**src/rtl/cam_capture_pkg.sv**
```systemverilog
package cam_capture_pkg;
  // strobes from the control half to the datapath half
  typedef struct packed {
    logic load;     // latch the current angle
    logic setMiss;  // window closed without capture
    logic clrMiss;  // sync lost
  } capStrobe_t;
endpackage

```
**src/rtl/cam_capture_ctl.sv**
```systemverilog
module cam_capture_ctl
  import cam_capture_pkg::*;
#(
  parameter int TICK_W = 12
) (
  input  logic              clk,
  input  logic              rst_n,
  input  logic              syncOk,
  input  logic [TICK_W-1:0] angleTick,
  input  logic              camIn,
  input  logic              selRise,
  input  logic [TICK_W-1:0] winStart,
  input  logic [TICK_W-1:0] winEnd,
  output capStrobe_t        strobes
);
  logic camPrev;
  logic winPrev;
  logic gotEdge;
  logic edgeHit;
  logic inWin;
  logic winNow;
  logic closeEv;
  logic wraps;

  assign wraps = winStart > winEnd;

  always_comb begin
    if (wraps) inWin = (angleTick >= winStart) || (angleTick <= winEnd);
    else       inWin = (angleTick >= winStart) && (angleTick <= winEnd);
  end

  assign edgeHit = selRise ? (camIn & ~camPrev) : (~camIn & camPrev);
  assign winNow  = syncOk & inWin;
  assign closeEv = syncOk & winPrev & ~inWin;

  always_comb begin
    strobes.load    = winNow & edgeHit & ~gotEdge;
    strobes.setMiss = closeEv & ~gotEdge;
    strobes.clrMiss = ~syncOk;
  end

  always_ff @(posedge clk or negedge rst_n) begin
    if (!rst_n) begin
      camPrev <= 1'b0;
      winPrev <= 1'b0;
      gotEdge <= 1'b0;
    end else begin
      camPrev <= camIn;
      winPrev <= winNow;
      if (!winNow)          gotEdge <= 1'b0;
      else if (strobes.load) gotEdge <= 1'b1;
    end
  end

  // one capture per opening: two loads can never be adjacent
  p_single_load_r6: assert property (@(posedge clk) disable iff (!rst_n)
    strobes.load |=> !strobes.load);

  // no capture strobe is issued in a cycle following sync loss
  p_no_load_nosync_r10: assert property (@(posedge clk) disable iff (!rst_n)
    !syncOk |=> !($past(strobes.load) && !$past(syncOk)));
endmodule

```
**src/rtl/cam_capture_dp.sv**
```systemverilog
module cam_capture_dp
  import cam_capture_pkg::*;
#(
  parameter int TICK_W = 12
) (
  input  logic              clk,
  input  logic              rst_n,
  input  logic [TICK_W-1:0] angleIn,
  input  capStrobe_t        strobes,
  output logic [TICK_W-1:0] capAngle,
  output logic              capValid,
  output logic              missedFlag
);
  always_ff @(posedge clk or negedge rst_n) begin
    if (!rst_n) begin
      capAngle   <= '0;
      capValid   <= 1'b0;
      missedFlag <= 1'b0;
    end else begin
      capValid <= strobes.load;
      if (strobes.load) capAngle <= angleIn;
      if (strobes.clrMiss || strobes.load) missedFlag <= 1'b0;
      else if (strobes.setMiss)           missedFlag <= 1'b1;
    end
  end

  p_capture_value_r2: assert property (@(posedge clk) disable iff (!rst_n)
    strobes.load |=> (capValid && capAngle == $past(angleIn)));

  p_valid_pulse_r7: assert property (@(posedge clk) disable iff (!rst_n)
    capValid |=> !capValid);

  p_miss_set_r8: assert property (@(posedge clk) disable iff (!rst_n)
    (strobes.setMiss && !strobes.clrMiss) |=> missedFlag);

  p_miss_clear_r9: assert property (@(posedge clk) disable iff (!rst_n)
    strobes.clrMiss |=> !missedFlag);
endmodule

```
**src/rtl/cam_edge_capture.sv**
```systemverilog
module cam_edge_capture
  import cam_capture_pkg::*;
#(
  parameter int TICK_W = 12
) (
  input  logic              clk,
  input  logic              rst_n,
  input  logic              syncOk,
  input  logic [TICK_W-1:0] angleTick,
  input  logic              camIn,
  input  logic              selRise,
  input  logic [TICK_W-1:0] winStart,
  input  logic [TICK_W-1:0] winEnd,
  output logic [TICK_W-1:0] capAngle,
  output logic              capValid,
  output logic              missedFlag
);
  capStrobe_t strobes;

  cam_capture_ctl #(.TICK_W(TICK_W)) u_ctl (
    .clk(clk), .rst_n(rst_n), .syncOk(syncOk), .angleTick(angleTick),
    .camIn(camIn), .selRise(selRise), .winStart(winStart), .winEnd(winEnd),
    .strobes(strobes)
  );

  cam_capture_dp #(.TICK_W(TICK_W)) u_dp (
    .clk(clk), .rst_n(rst_n), .angleIn(angleTick), .strobes(strobes),
    .capAngle(capAngle), .capValid(capValid), .missedFlag(missedFlag)
  );
endmodule

```
**config.mk**
```make
export PLATFORM = sky130hd
export DESIGN_NAME = cam_edge_capture
export DESIGN_NICKNAME = d
export VERILOG_FILES = /design/src/rtl/cam_capture_pkg.sv /design/src/rtl/cam_capture_ctl.sv /design/src/rtl/cam_capture_dp.sv /design/src/rtl/cam_edge_capture.sv
export SDC_FILE = /design/constraint.sdc
export NUM_CORES = 1
export LEC_CHECK = 0
export BUFFER_PORTS_ARGS = -buffer_cell sky130_fd_sc_hd__buf_2
export CAP_MARGIN = 40
export CORE_AREA = 2 2 53 64
export DETAILED_ROUTE_END_ITERATION = 8
export DIE_AREA = 0 0 55 66
export PLACE_DENSITY = 0.95
export SETUP_SLACK_MARGIN = 0.5
export SLEW_MARGIN = 10
export SYNTH_ARGS = -nofsm -noshare
export SYNTH_HDL_FRONTEND = slang
export SYNTH_SLANG_ARGS = --single-unit
```
**constraint.sdc**
```tcl
create_clock -name clk -period 4.87 [get_ports clk]
set_input_delay 0.487 -clock clk [delete_from_list [all_inputs] [get_ports clk]]
set_output_delay 0.487 -clock clk [all_outputs]
set_load 0.03 [all_outputs]
```
======== Yosys cells after proc, flatten, opt, wreduce, memory -nomap -nowiden ========
Index checks and enable logic that the tools add are counted.
cells by class
  reductions and logical operators ........ 4
  eq/ne operators ......................... 1
  order comparisons ....................... 3
  multiplexer cells ....................... 6
  bitwise gates (word level) .............. 13
operators with widths
  cell                                                             count
  12-bit greater-or-equal comparator                               1
  12-bit > comparator                                              1
  12-bit less-or-equal comparator                                  1
  1-bit AND                                                        8
  1-bit 2-to-1 mux                                                 6
  1-bit NOT                                                        5
  1-bit logical OR                                                 2
  2-bit by 1-bit != test with 1-bit output, second input constant  1
  2-bit nonzero test                                               1
  1-bit logical AND                                                1
storage, ports and cells
  output and inout port bits .............. 14
  word-level logic and storage cells ...... 33
  register bits ........................... 17
  input port bits ......................... 41

======== Longest topological paths before layout ========
  depth in word-level cells ............... 8
  gate-level depth with buffers ........... 10
  gate-level depth less buffers ........... 9

======== Cells and area by module ========
A second synthesis with hierarchy kept.
second synthesis, totals
  cell total of the unflattened synthesis .. 158
  area, all modules ....................... 1544.0 um2
by module, submodules not included
  module           times used  cells each  seq. area each (um2)  area each (um2)
  cam_capture_ctl  1           129         75.1                  1004.7
  cam_capture_dp   1           29          350.3                 539.3

======== Least setup slack after synthesis ========
Ideal clock, no wire load.
  path type ............................... in2reg
  from .................................... input winEnd[5]
  to ...................................... register u_dp.capAngle[0]
  setup slack ............................. 2239 ps
  data required time ...................... 4745 ps
  arrival ................................. 2506 ps
  library setup time ...................... 125 ps
  stages .................................. 10
  path buffers ............................ 1
  cell sequence ........................... inv_1 -> ha_1 -> a21o_1 -> a221o_1 -> a221o_1 -> o22ai_2 -> maj3_2 -> nand3b_4 -> buf_12 -> mux2_4
between the ends
  longest elaborated chain between the ends .. 6
  elaborated cells on any way between the ends .. 8
  those cells by class .................... 2 x order compare; 1 x mux; 3 x bitwise; 2 x reduce/logical
RTL lines
  what                                                          line                                          source
  start, declared                                               cam_edge_capture.sv:13                        input logic [TICK_W-1:0] winEnd,
  12-bit less-or-equal comparator                               cam_capture_ctl.sv:28, cam_capture_ctl.sv:29
  1-bit logical AND / 1-bit logical OR (equally long branches)  cam_capture_ctl.sv:29, cam_capture_ctl.sv:28
  1-bit 2-to-1 mux (*)                                          cam_capture_ctl.sv:28                         if (wraps) inWin = (angleTick >= winStart) || (angleTick <= winEnd);
  1-bit AND (*)                                                 cam_capture_ctl.sv:33                         assign winNow = syncOk & inWin;
  1-bit AND (*) (2 in a row)                                    cam_capture_ctl.sv:37                         strobes.load = winNow & edgeHit & ~gotEdge;
  end signal, assigned                                          cam_capture_dp.sv:21                          if (strobes.load) capAngle <= angleIn;
  end, declared                                                 cam_capture_dp.sv:10                          output logic [TICK_W-1:0] capAngle,
Every way passes the cells marked *; elsewhere a longest branch is shown, timed or not.
A chain may end at the register's enable or synchronous reset.

======== Worst setup path after layout ========
  from .................................... input winEnd[5]
  to ...................................... register u_dp.capAngle[8]
The elaborated chain is that of the path after synthesis.

==> flow_summary.html <==
<table>
<tr><th>Metric</th><th>Value</th></tr>
<tr><th colspan="2">Floorplanning</th></tr>
<tr><td>Die Footprint</td><td>roughly 0.0036 mm^2</td></tr>
<tr><td>Starting Density</td><td>0.516</td></tr>
<tr><td>Core Box Area</td><td>about 0.003 mm^2</td></tr>
<tr><td>Floorplan die width</td><td>55 um</td></tr>
<tr><td>Die Y-Extent</td><td>around 66 um</td></tr>
<tr><td>Count of standard-cell rows</td><td>22</td></tr>
<tr><td>Count of boundary I/O pins</td><td>55</td></tr>
<tr><th colspan="2">Layout</th></tr>
<tr><td>Ratio of cells with drive above 1 in the final layout</td><td>0.367</td></tr>
<tr><td>Area delta synth-&gt;final</td><td>20.6%</td></tr>
<tr><td>Multi-input combinational cell area</td><td>just over 0.001 mm^2</td></tr>
<tr><td>Number of antenna cells inserted</td><td>0</td></tr>
<tr><td>Commonest cells after routing, fill and taps aside</td><td>sky130_fd_sc_hd__buf_2 (54), sky130_fd_sc_hd__ha_1 (36), sky130_fd_sc_hd__inv_1 (27)</td></tr>
<tr><td>Filler cell count</td><td>between 200 and 300</td></tr>
<tr><td>Seq. cell area</td><td>425 um^2</td></tr>
<tr><td>Final net count</td><td>~290</td></tr>
<tr><td>Non-filler cells, final</td><td>243</td></tr>
<tr><td>Most common library cell in the layout ignoring fill and taps</td><td>sky130_fd_sc_hd__buf_2</td></tr>
<tr><td>Area of all placed cells without fillers</td><td>approximately 0.0019 mm^2</td></tr>
<tr><th colspan="2">Critical path</th></tr>
<tr><td>Largest incremental delay on the critical path</td><td>approximately 380 ps</td></tr>
<tr><td>Critical-path top delay cell</td><td>sky130_fd_sc_hd__a221o_1</td></tr>
<tr><td>Most frequent CP cell</td><td>sky130_fd_sc_hd__a221o_1</td></tr>
<tr><td>Critical path fanouts, max</td><td>13</td></tr>
<tr><td>Classification of the worst setup path</td><td>in -&gt; reg</td></tr>
<tr><td>Worst Path Required</td><td>between 5000 and 6000 ps</td></tr>
<tr><td>Cell Chain, Critical Path</td><td>buf_2 -&gt; inv_1 -&gt; ha_1 -&gt; a21o_1 -&gt; a221o_1 -&gt; a221o_1 -&gt; o22ai_2 -&gt; maj3_2 -&gt; nand3b_4 -&gt; mux2_2</td></tr>
<tr><td>Type of element capturing the critical path</td><td>flop</td></tr>
<tr><td>Worst EP arrival</td><td>about 2800 ps</td></tr>
<tr><td>Crit start category</td><td>primary input</td></tr>
<tr><th colspan="2">STA</th></tr>
<tr><td>Setup TNS</td><td>0 ps</td></tr>
<tr><td>Max_slew headroom</td><td>0.764</td></tr>
<tr><td>Final-report hold violation count</td><td>0</td></tr>
<tr><td>Shortest period the worst path allows</td><td>2600 ps</td></tr>
<tr><td>Unrepaired setup endpoints after global routing</td><td>false</td></tr>
<tr><td>Setup-violating endpoint count in the final report</td><td>0</td></tr>
<tr><td>Final clock period utilization by the worst path</td><td>0.534</td></tr>
<tr><td>Max Fclk</td><td>385 MHz</td></tr>
<tr><td>Max-slew violations</td><td>0</td></tr>
<tr><td>Worst setup slack after layout</td><td>between 2000 and 2500 ps</td></tr>
<tr><td>Worst Max-Slew Pin Slew</td><td>approximately 350 ps</td></tr>
<tr><td>Final Skew</td><td>approximately 0.86 ps</td></tr>
<tr><th colspan="2">Synthesis</th></tr>
<tr><td>Post-Syn Area</td><td>0.00156 mm^2</td></tr>
<tr><td>Share of the synthesized area in the top cell type</td><td>0.288</td></tr>
<tr><td>Synth warnings</td><td>0</td></tr>
<tr><td>Most used DFF post-synth</td><td>sky130_fd_sc_hd__dfrtp_1</td></tr>
<tr><td>Share of flip-flops with an asynchronous set or reset after synthesis</td><td>1.00</td></tr>
<tr><td>Cell count after synthesis</td><td>150</td></tr>
<tr><td>Nets in the synthesized netlist</td><td>approximately 230</td></tr>
<tr><td>Number of synthesized register bits</td><td>17</td></tr>
<tr><td>Library cell occupying the most area in the post-synthesis netlist</td><td>sky130_fd_sc_hd__ha_1</td></tr>
<tr><td>Register area share after synthesis</td><td>0.272</td></tr>
<tr><td>Synth area leaders</td><td>sky130_fd_sc_hd__ha_1 (29%), sky130_fd_sc_hd__dfrtp_1 (27%), sky130_fd_sc_hd__mux2_4 (8.6%)</td></tr>
<tr><td>Post-synthesis area per instance</td><td>~10 um^2</td></tr>
<tr><td>Number of enable-type register cells in the synthesized netlist</td><td>0</td></tr>
<tr><td>Distinct cell type count after synthesis</td><td>35</td></tr>
<tr><th colspan="2">Detailed routing</th></tr>
<tr><td>Final routed DRC violation total</td><td>0</td></tr>
<tr><td>Total via count after detailed routing</td><td>about 1400</td></tr>
<tr><td>Number of DRC violations after detailed-routing iteration 0</td><td>30</td></tr>
<tr><td>Routed len/inst</td><td>roughly 15 um</td></tr>
<tr><td>Detailed Routing Iterations Pass 1</td><td>4</td></tr>
<tr><td>Antenna violation net count after detailed routing</td><td>0</td></tr>
<tr><td>Vias per std cell</td><td>around 5.7</td></tr>
<tr><td>WL final</td><td>between 3 and 4 mm</td></tr>
<tr><th colspan="2">Clocking</th></tr>
<tr><td>Number of buffers inserted during clock tree synthesis</td><td>3</td></tr>
<tr><td>CTS HTree Levels</td><td>1</td></tr>
<tr><td>CTS sink count</td><td>17</td></tr>
<tr><td>Hold-fix buffer count after cts</td><td>0</td></tr>
<tr><td>TritonCTS clock tree</td><td>yes</td></tr>
<tr><td>Reg clk slew, reported paths</td><td>~90 ps</td></tr>
<tr><td>Root Driver</td><td>sky130_fd_sc_hd__clkbuf_4</td></tr>
<tr><td>Maximum root-to-sink buffer count</td><td>2</td></tr>
<tr><td>Clock network latency to the later pin of the worst-skew pair</td><td>approximately 280 ps</td></tr>
<tr><td>Number of buffers added for setup after CTS</td><td>0</td></tr>
<tr><td>Number of cells upsized or downsized after cts</td><td>0</td></tr>
<tr><th colspan="2">Hold path</th></tr>
<tr><td>Worst min-delay path category</td><td>in -&gt; async</td></tr>
<tr><th colspan="2">Placement</th></tr>
<tr><td>Placed Area</td><td>roughly 0.0019 mm^2</td></tr>
<tr><td>Instance count after placement with tap cells included</td><td>239</td></tr>
<tr><td>Post-placement worst setup slack</td><td>about 2000 ps</td></tr>
<tr><td>IO buf count</td><td>54</td></tr>
<tr><td>Routability-driven placement congestion ratio</td><td>0.776</td></tr>
<tr><td>Final HPWL DP</td><td>3.16 mm</td></tr>
<tr><th colspan="2">GRT</th></tr>
<tr><td>Overall track demand over capacity in global routing</td><td>0.215</td></tr>
<tr><td>Number of global-route vias before repair</td><td>about 1400</td></tr>
<tr><td>Sum of overflow across all layers after global routing</td><td>0</td></tr>
<tr><td>Pin count of the biggest net entering global routing</td><td>18</td></tr>
<tr><td>Antenna violations before repair</td><td>0</td></tr>
<tr><td>Wire length of the first global-routing pass</td><td>5.70 mm</td></tr>
<tr><th colspan="2">Pwr</th></tr>
<tr><td>Pleak</td><td>around 1.1 nW</td></tr>
<tr><td>Pwr Density</td><td>around 300 mW/mm^2</td></tr>
<tr><td>Highest ir drop seen on vdd</td><td>0.275 mV</td></tr>
<tr><th colspan="2">Flow run</th></tr>
<tr><td>Max-capacitance violation count</td><td>0</td></tr>
<tr><th colspan="2">Run status</th></tr>
<tr><td>Outcome</td><td>completed</td></tr>
</table>
through the flow:
stage,hold slack (ps),total power [mW],utilization
after floorplan,191,0.416,-
after global placement,409,0.499,0.614
after detailed placement,416,0.512,0.614
after CTS,102,0.585,0.622
after global routing,117,0.621,0.622
final,98.1,0.581,0.622
layout make-up:
class	count	share of cell area
multi-input cells	105	0.539
flip-flops and latches	17	0.226
repair buffers	54	0.143
inverters	27	0.0538
well taps	36	0.0239
clock buffers	4	0.0139
per-layer routing:
| layer | wire [um] | vias up | share of wire | track usage |
|---|---|---|---|---|
| met1 | 1320 | 658 | 0.36 | 0.222 |
| met3 | 205 | 8 | 0.057 | 0.0113 |
| met4 | 82 | 0 | 0.023 | 0.128 |
| li1 | - | 664 | - | - |
| met5 | 0 | - | 0 | 0 |
| met2 | 2010 | 57 | 0.56 | 0.402 |
cell usage after synthesis, types with 2 or more instances:
library cell	count
sky130_fd_sc_hd__a221o_1	2
sky130_fd_sc_hd__nor2b_1	2
sky130_fd_sc_hd__mux2_2	3
sky130_fd_sc_hd__mux2_4	9
sky130_fd_sc_hd__inv_1	27
sky130_fd_sc_hd__nand2_1	4
sky130_fd_sc_hd__ha_1	36
sky130_fd_sc_hd__nand4_1	6
sky130_fd_sc_hd__o211ai_1	2
sky130_fd_sc_hd__dfrtp_1	17
sky130_fd_sc_hd__a21oi_1	10
sky130_fd_sc_hd__nor2_1	2
sky130_fd_sc_hd__nand3_1	4
sky130_fd_sc_hd__a21o_1	5
final timing paths:
path                            depth (start not counted)  slack, ps             start                end
worst min register to register                          1        520  u_dp.capAngle[9]   u_dp.capAngle[9]
worst min-delay path                                    1        100             rst_n   u_dp.capAngle[1]
worst max register to register                          4       2940     u_ctl.camPrev  u_dp.capAngle[10]
min in group clk                                        1        330             camIn      u_ctl.camPrev
worst max-delay path                                   10       2270         winEnd[5]   u_dp.capAngle[8]
max in group asynchronous                               1       4520             rst_n   u_dp.capAngle[4]
critical path, delay by kind of cell:
kind,cells,cell delay [ps]
adders and majority gates,2,540
buffers and inverters,2,130
AOI/OAI and AO/OA,4,960
muxes,1,370
and+or+nand+nor,1,280
sequential cells by signal, summed over array words and instances, names as in the netlist:
signal and cells:
u_dp.capValid 1, u_ctl.winPrev 1, u_dp.missedFlag 1, u_ctl.camPrev 1, u_ctl.gotEdge 1, u_dp.capAngle 12
where the power goes:
part / switching, mW / total [mW] / leakage (nW) / internal [mW]
logic: 0.171 / 0.297 / 0.900 / 0.126
registers: 0.0266 / 0.212 / 0.211 / 0.186
clock network: 0.0404 / 0.0722 / 0.0150 / 0.0318
logic make-up (layout without fill, tap and decap cells):
family                     after synthesis  after routing  synth area share
muxes                                   12             12             0.108
DFF                                     17             17             0.272
adders and majority gates               37             37             0.295
AOI/OAI and AO/OA                       30             30             0.140
and+or+nand+nor                         26             26             0.106
buffers and inverters                   28             85            0.0777
Power figures use the tool's default switching activity.
